`config.mk`:
```
export PLATFORM = sky130hd
export DESIGN_NAME = burst_bus_master
export DESIGN_NICKNAME = d
export VERILOG_FILES = /design/src/rtl/bbm_pkg.sv /design/src/rtl/bbm_datapath.sv /design/src/rtl/bbm_ctrl.sv /design/src/rtl/burst_bus_master.sv
export SDC_FILE = /design/constraint.sdc
export NUM_CORES = 1
export LEC_CHECK = 0
export CAP_MARGIN = 10
export CORE_AREA = 2 2 120 122
export CTS_CLUSTER_SIZE = 24
export DETAILED_ROUTE_END_ITERATION = 8
export DIE_AREA = 0 0 122 124
export HOLD_SLACK_MARGIN = 0.1
export PLACE_DENSITY = 0.75
export SYNTH_ARGS = -nofsm -noshare
export SYNTH_HDL_FRONTEND = slang
export SYNTH_SLANG_ARGS = --single-unit
```
`constraint.sdc`:
```
create_clock -name clk -period 2.5 [get_ports clk]
set_input_delay 0.375 -clock clk [delete_from_list [all_inputs] [get_ports clk]]
set_output_delay 0.375 -clock clk [all_outputs]
set_load 0.01 [all_outputs]
```
`src/rtl/bbm_pkg.sv`:
```
package bbm_pkg;
  localparam int BUS_W = 64;
  localparam logic [2:0] SZ_1  = 3'd0;
  localparam logic [2:0] SZ_2  = 3'd1;
  localparam logic [2:0] SZ_4  = 3'd2;
  localparam logic [2:0] SZ_8  = 3'd3;
  localparam logic [2:0] SZ_32 = 3'd4;

  typedef enum logic [2:0] {
    ST_IDLE, ST_ARB, ST_ADDR, ST_DATA, ST_DONE
  } bbmState_t;

  typedef struct packed {
    logic load;
    logic beatInc;
    logic setErr;
  } bbmStrobe_t;
endpackage

```
`src/rtl/bbm_datapath.sv`:
```
module bbm_datapath
  import bbm_pkg::*;
#(
  parameter int ADDR_W = 36,
  parameter int BEATS  = 4
) (
  input  logic              clk,
  input  logic              rstN,
  input  bbmStrobe_t        strobe,
  input  logic [ADDR_W-1:0] reqAddr,
  input  logic [2:0]        reqSize,
  input  logic              reqWrite,
  output logic              reqBad,
  output logic              isWrite,
  output logic              lastBeat,
  output logic              errFlag,
  output logic [BUS_W-1:0]  hdr
);
  localparam int BEAT_W  = (BEATS > 1) ? $clog2(BEATS) : 1;
  localparam int ALIGN_W = $clog2(BEATS * 8);

  logic [ADDR_W-1:0] addrQ;
  logic [2:0]        sizeQ;
  logic              writeQ;
  logic [BEAT_W-1:0] beatQ;
  logic              errQ;

  always_comb begin
    reqBad = (reqSize > SZ_32) ||
             ((reqSize == SZ_32) && (reqAddr[ALIGN_W-1:0] != '0));
  end

  always_ff @(posedge clk) begin
    if (!rstN) begin
      addrQ  <= '0;
      sizeQ  <= '0;
      writeQ <= 1'b0;
      beatQ  <= '0;
      errQ   <= 1'b0;
    end else begin
      if (strobe.load) begin
        addrQ  <= reqAddr;
        sizeQ  <= reqSize;
        writeQ <= reqWrite;
        beatQ  <= '0;
        errQ   <= 1'b0;
      end else if (strobe.beatInc) begin
        beatQ <= beatQ + 1'b1;
      end
      if (strobe.setErr) errQ <= 1'b1;
    end
  end

  assign lastBeat = (sizeQ == SZ_32) ? (beatQ == BEAT_W'(BEATS - 1)) : 1'b1;
  assign isWrite  = writeQ;
  assign errFlag  = errQ;

  always_comb begin
    hdr             = '0;
    hdr[ADDR_W-1:0] = addrQ;
    hdr[62:60]      = sizeQ;
    hdr[63]         = writeQ;
  end


  beat_in_range_chk: assert property (@(posedge clk) disable iff (!rstN)
    strobe.beatInc |-> !lastBeat);

  single_no_count_chk: assert property (@(posedge clk) disable iff (!rstN)
    (sizeQ != SZ_32) |-> (beatQ == '0));
endmodule

```
`src/rtl/bbm_ctrl.sv`:
```
module bbm_ctrl
  import bbm_pkg::*;
(
  input  logic       clk,
  input  logic       rstN,
  input  logic       reqValid,
  input  logic       busGrant,
  input  logic       slvAck,
  input  logic       slvErr,
  input  logic       reqBad,
  input  logic       isWrite,
  input  logic       lastBeat,
  output bbmStrobe_t strobe,
  output logic       reqReady,
  output logic       busReq,
  output logic       addrPhase,
  output logic       adOe,
  output logic       rdValid,
  output logic       wrNext,
  output logic       rspValid
);
  bbmState_t state, stateNext;

  always_ff @(posedge clk) begin
    if (!rstN) state <= ST_IDLE;
    else       state <= stateNext;
  end

  always_comb begin
    stateNext = state;
    strobe    = '0;
    unique case (state)
      ST_IDLE: if (reqValid) begin
        if (reqBad) begin
          strobe.setErr = 1'b1;
          stateNext     = ST_DONE;
        end else begin
          strobe.load = 1'b1;
          stateNext   = ST_ARB;
        end
      end
      ST_ARB:  if (busGrant) stateNext = ST_ADDR;
      ST_ADDR: stateNext = ST_DATA;
      ST_DATA: begin
        if (slvErr) begin
          strobe.setErr = 1'b1;
          stateNext     = ST_DONE;
        end else if (slvAck) begin
          if (lastBeat) stateNext = ST_DONE;
          else          strobe.beatInc = 1'b1;
        end
      end
      ST_DONE: stateNext = ST_IDLE;
      default: stateNext = ST_IDLE;
    endcase
  end

  logic inData;
  assign inData    = (state == ST_DATA);
  assign reqReady  = (state == ST_IDLE);
  assign busReq    = (state == ST_ARB) || (state == ST_ADDR) || inData;
  assign addrPhase = (state == ST_ADDR);
  assign adOe      = addrPhase || (inData && isWrite);
  assign rdValid   = inData && slvAck && !slvErr && !isWrite;
  assign wrNext    = inData && slvAck && !slvErr && isWrite;
  assign rspValid  = (state == ST_DONE);


  grant_before_addr_chk: assert property (@(posedge clk) disable iff (!rstN)
    $rose(addrPhase) |-> $past(busGrant));

  addr_one_cycle_chk: assert property (@(posedge clk) disable iff (!rstN)
    addrPhase |=> !addrPhase);

  drive_needs_req_chk: assert property (@(posedge clk) disable iff (!rstN)
    adOe |-> busReq);

  err_ends_chk: assert property (@(posedge clk) disable iff (!rstN)
    (inData && slvErr) |=> (rspValid && !busReq));

  rsp_pulse_chk: assert property (@(posedge clk) disable iff (!rstN)
    rspValid |=> (!rspValid && reqReady));
endmodule

```
`src/rtl/burst_bus_master.sv`:
```
module burst_bus_master
  import bbm_pkg::*;
#(
  parameter int ADDR_W = 36,
  parameter int BEATS  = 4
) (
  input  logic              clk,
  input  logic              rstN,
  input  logic              reqValid,
  input  logic [ADDR_W-1:0] reqAddr,
  input  logic [2:0]        reqSize,
  input  logic              reqWrite,
  input  logic [63:0]       reqWdata,
  output logic              reqReady,
  output logic              wrNext,
  output logic              rdValid,
  output logic [63:0]       rdData,
  output logic              rspValid,
  output logic              rspError,
  output logic              busReq,
  input  logic              busGrant,
  output logic              addrPhase,
  output logic              adOe,
  output logic [63:0]       adOut,
  input  logic [63:0]       adIn,
  input  logic              slvAck,
  input  logic              slvErr
);
  bbmStrobe_t       strobe;
  logic             reqBad, isWrite, lastBeat, errFlag;
  logic [BUS_W-1:0] hdr;

  bbm_ctrl u_ctrl (
    .clk(clk), .rstN(rstN), .reqValid(reqValid), .busGrant(busGrant),
    .slvAck(slvAck), .slvErr(slvErr), .reqBad(reqBad), .isWrite(isWrite),
    .lastBeat(lastBeat), .strobe(strobe), .reqReady(reqReady),
    .busReq(busReq), .addrPhase(addrPhase), .adOe(adOe),
    .rdValid(rdValid), .wrNext(wrNext), .rspValid(rspValid)
  );

  bbm_datapath #(.ADDR_W(ADDR_W), .BEATS(BEATS)) u_dp (
    .clk(clk), .rstN(rstN), .strobe(strobe), .reqAddr(reqAddr),
    .reqSize(reqSize), .reqWrite(reqWrite), .reqBad(reqBad),
    .isWrite(isWrite), .lastBeat(lastBeat), .errFlag(errFlag), .hdr(hdr)
  );

  assign adOut    = addrPhase ? hdr : reqWdata;
  assign rdData   = adIn;
  assign rspError = rspValid && errFlag;
endmodule

```
[Word level (Yosys, flattened, before mapping)]
Cells that the tools add are included.
Cells by class
  add/subtract/negate cells: 1
  $lt $le $gt $ge: 1
  equal/unequal tests: 11
  mux-type cells: 22
  bitwise gates (word level): 1
  reductions and logical operators: 18
Operator list (count)
  64-bit two-way mux: 1
  3-bit two-way mux: 6
  1-bit two-way mux: 13
  3-bit case mux with 4 select lines: 1
  3-bit == test, second input constant: 3
  1-bit logical AND: 7
  3-bit by 2-bit == test with 1-bit output, second input constant: 2
  3-bit inequality test, second input constant: 2
  5-bit nonzero test: 1
  1-bit logical OR: 4
  2-bit inequality test, second input constant: 2
  4-bit AND reduction: 1
  3-bit by 1-bit == test with 1-bit output, second input constant: 1
  3-bit greater-than comparator, second input constant: 1
  3-bit logical NOT: 1
  2-bit by 1-bit adder with 2-bit output, second input constant: 1
  2-bit == test, second input constant: 1
  1-bit logical NOT: 2
  1-bit case mux with 2 select lines: 1
  2-bit nonzero test: 1
  2-bit OR reduction: 1
  1-bit inverter: 1
Storage, ports and cells
  flip-flop bits (word level): 46
  bits of input ports: 174
  output and inout bits: 136
  logic and storage cells: 60

[Depth between registers and ports, before layout]
  depth after elaboration: 8
  gate-level depth with buffers: 6
  depth with buffers taken out: 5

[Cells and area by module]
From an unflattened synthesis, not the netlist that was laid out.
Second synthesis, totals
  cell total of the unflattened synthesis: 341
  area, all modules: 3721.1 µm²
Modules (own cells, without submodules)
  bbm_datapath: instances 1, cells each 170, area each 1908.1 µm², seq. area each 860.8 µm²
  burst_bus_master: instances 1, cells each 136, area each 1564.0 µm², seq. area each 0.0 µm²
  bbm_ctrl: instances 1, cells each 35, area each 249.0 µm², seq. area each 60.1 µm²

[Least setup slack after synthesis]
Ideal clock, no wire load.
  path kind: register -> output
  start: register u_ctrl.state[0]
  end: output port adOut[10]
  arrival: 1.587 ns
  data required time: 2.125 ns
  setup slack: 0.538 ns
  stages on the path, launching flop included: 7
  buffers on the path: 3
  cells stage by stage: dfxtp_1 > clkbuf_8 > nor2_1 > and2_1 > clkbuf_1 > buf_2 > mux2_2
Between the ends
  word-level cells in the longest chain between the ends: 2
RTL lines
  start, declared: line bbm_ctrl.sv:22  | bbmState_t state, stateNext;
  start signal, assigned: line bbm_ctrl.sv:26  | else state <= stateNext;
  3-bit by 2-bit == test with 1-bit output: line bbm_ctrl.sv:62  | assign addrPhase = (state == ST_ADDR);
  64-bit two-way mux: line burst_bus_master.sv:47  | assign adOut = addrPhase ? hdr : reqWdata;
  end, declared: line burst_bus_master.sv:24  | output logic [63:0] adOut,
Every way passes these cells.

[Worst setup path in the final report]
  start: register u_ctrl.state[2]
  end: output port adOut[32]
Same word-level chain as after synthesis.

==> results.md <==
- Outcome: finished, final reports clean
- Clk_skew: 4.42 ps
- Fmax: 416 MHz
- DRT Pass-1 Iters: 6
- Worst EP arrival: 2030 ps
- Antenna Cells: 0
- Vias in the first global route: 2715
- Critical path capture point type: output port
- Placement Cell Area: 4690 um2
- Power density over the cells: 658 nW/um2
- Ys async rst share: 0
- Hold Crit Class: reg -> reg
- Initial antenna violation count: 0
- Place WS: 76.1 ps
- Worst slew pin tran: 381 ps
- Syn_nets: 535
- Postcts setup bufs: 0
- I/O Pins: 310
- Setup violators final: 0
- Static leakage: 1.84 nW
- Total Routed Length: 9010 um
- Post-detail-place hpwl: 7070 um
- Num rows: 43
- Cell variety after synth: 31
- Share of layout cells above drive strength 1: 0.141
- Setup ws final: 94.4 ps
- Worst skew pair latency: 280 ps
- Layout area overhead: 52.6%
- Predominant post-synthesis flop cell: dfxtp_1
- Max FO, Critical Path: 26
- Synthesized area: 3190 um2
- Leading area contributor after synthesis: dfxtp_1
- Final min period: 2410 ps
- Root buf cell: clkbuf_16
- H-tree depth: 2
- Mapped Cells: 360
- Hold_buf cts: 0
- Die width: 122 um
- Peak VDD IR: 0.241 mV
- Post-synthesis register bit count: 46
- Area of the core: 13700 um2
- Final nets: 649
- Syn Area/Cell: 8.86 um2
- Post-DRT Antenna Nets: 0
- Full die area: 15100 um2
- Design Area, Final: 4870 um2
- Post-synthesis sequential area ratio: 0.289
- Post-synth EDFFs: 0
- Max Cap Viol: 0
- DR WL/cell: 13.8 um
- Via-per-instance ratio: 4.13
- Global placer's final weighted congestion: 0.831
- Top cells by count, synth: nand2_1, buf_4, dfxtp_1, mux2i_1, mux2_2
- Final Slew Violations: 0
- Final Hold Vio Count: 0
- Reg clk slew, reported paths: 60 ps
- PortBufs: 181
- Overflow left after global routing: 0
- Initial Utilization: 0.233
- First-pass GRT wire length: 13500 um
- Synth area leaders: dfxtp_1, buf_4, mux2_2
- Synth Warn #: 0
- Synth top area share: 0.289
- Clock Sinks: 46
- CP required: 2120 ps
- Max_slew headroom: 0.740
- Via count: 2702
- TritonCTS clock tree: yes
- Pin count of the biggest net entering global routing: 53
- Num CTS Buffers: 5
- CTS max path bufs: 2
- CP Launch Type: flip-flop
- Top-count cell post-synth: nand2_1
- Tcrit/Tclk final: 0.962
- Die height: 124 um
- DR iter-0 viols: 87
- Crit path kind: reg -> out
- GRT Util Overall: 0.113
- Drt drc: 0
==> area by class of cell <==
| cell class | instances | area, um2 |
|---|---|---|
| clock inverters | 2 | 10.0 |
| inverters | 2 | 7.51 |
| flip-flops and latches | 46 | 921 |
| clock buffers | 5 | 125 |
| well taps | 180 | 225 |
| repair buffers | 195 | 1990 |
| multi-input cells | 224 | 1590 |
| fillers | 1382 | 8850 |
==> per-stage QoR <==
step	TNS (ps)	util	hold slack, ps	total power, mW	instances
2_1_floorplan	0	-	431	1.85	360
3_3_place_gp	0	0.342	438	2.51	646
3_5_place_dp	0	0.342	449	2.54	646
4_1_cts	0	0.352	458	3.20	653
5_1_grt	-7.77	0.355	475	3.40	654
6_report	0	0.355	454	3.20	654
==> power breakdown <==
part | leakage [nW] | internal [mW] | switching [mW]
clock | 0.0694 | 0.361 | 0.277
combinational | 1.40 | 1.02 | 0.667
sequential | 0.375 | 0.824 | 0.0510
==> cell usage in the layout, fill, tap and decap left out, types with 2 or more instances in the layout <==
cell	synthesis	final
nor3b_1	2	2
mux2_2	40	40
buf_12	4	5
buf_4	64	8
clkinv_2	0	2
nor2b_1	25	25
mux2i_1	43	43
dfxtp_1	46	46
clkbuf_16	0	6
nor2_1	6	6
nand2_1	85	85
nor3_1	4	4
inv_1	2	2
and3_1	3	2
clkdlybuf4s50_1	0	180
==> path summary, 6_finish.rpt <==
kind	startpoint	end	slack, ps	cells past startpoint
worst max-delay path	u_ctrl.state[2]	adOut[32]	90	5
worst min-delay path	u_dp.addrQ[35]	u_dp.addrQ[35]	450	2
worst max register to register	u_ctrl.state[2]	u_dp.addrQ[30]	830	6
worst min register to register	u_dp.addrQ[35]	u_dp.addrQ[35]	450	2
==> per-layer routing <==
metal | routed length (um) | part of all wire | GRT usage
met3 | 783 | 0.087 | 0.0426
met5 | 0 | 0 | 0
met4 | 211 | 0.023 | 0.0510
met2 | 4330 | 0.48 | 0.188
met1 | 3690 | 0.41 | 0.130
==> cell families (layout without fill, tap and decap cells) <==
group	Yosys count	in the layout	share of synthesized area
and+or+nand+nor	132	132	0.190
buffers and inverters	90	204	0.215
muxes	83	83	0.276
DFF	46	46	0.289
AOI/OAI and AO/OA	6	6	0.0208
xor gates and xnor gates	2	2	0.00549
adders and majority gates	1	1	0.00392
==> registers in the layout (all words and copies together) (netlist names) <==
signal,cells
u_ctrl.state,3
u_dp.isWrite,1
u_dp.errFlag,1
u_dp.beatQ,2
u_dp.sizeQ,3
u_dp.addrQ,36
==> worst max-delay path, stage by stage (launching register included) <==
cell and delay [ps]:
dfxtp_1 310, nor2_1 160, and2_4 230, buf_12 190, mux2_2 360, clkdlybuf4s50_1 490
==> what timing repair did <==
| item | 4_1_cts | 5_1_grt |
|---|---|---|
| gates cloned | 0 | 1 |
| setup endpoints to repair | 21 | 24 |
| gates resized for setup | 1 | 3 |
(Power assumes the default switching activity.)
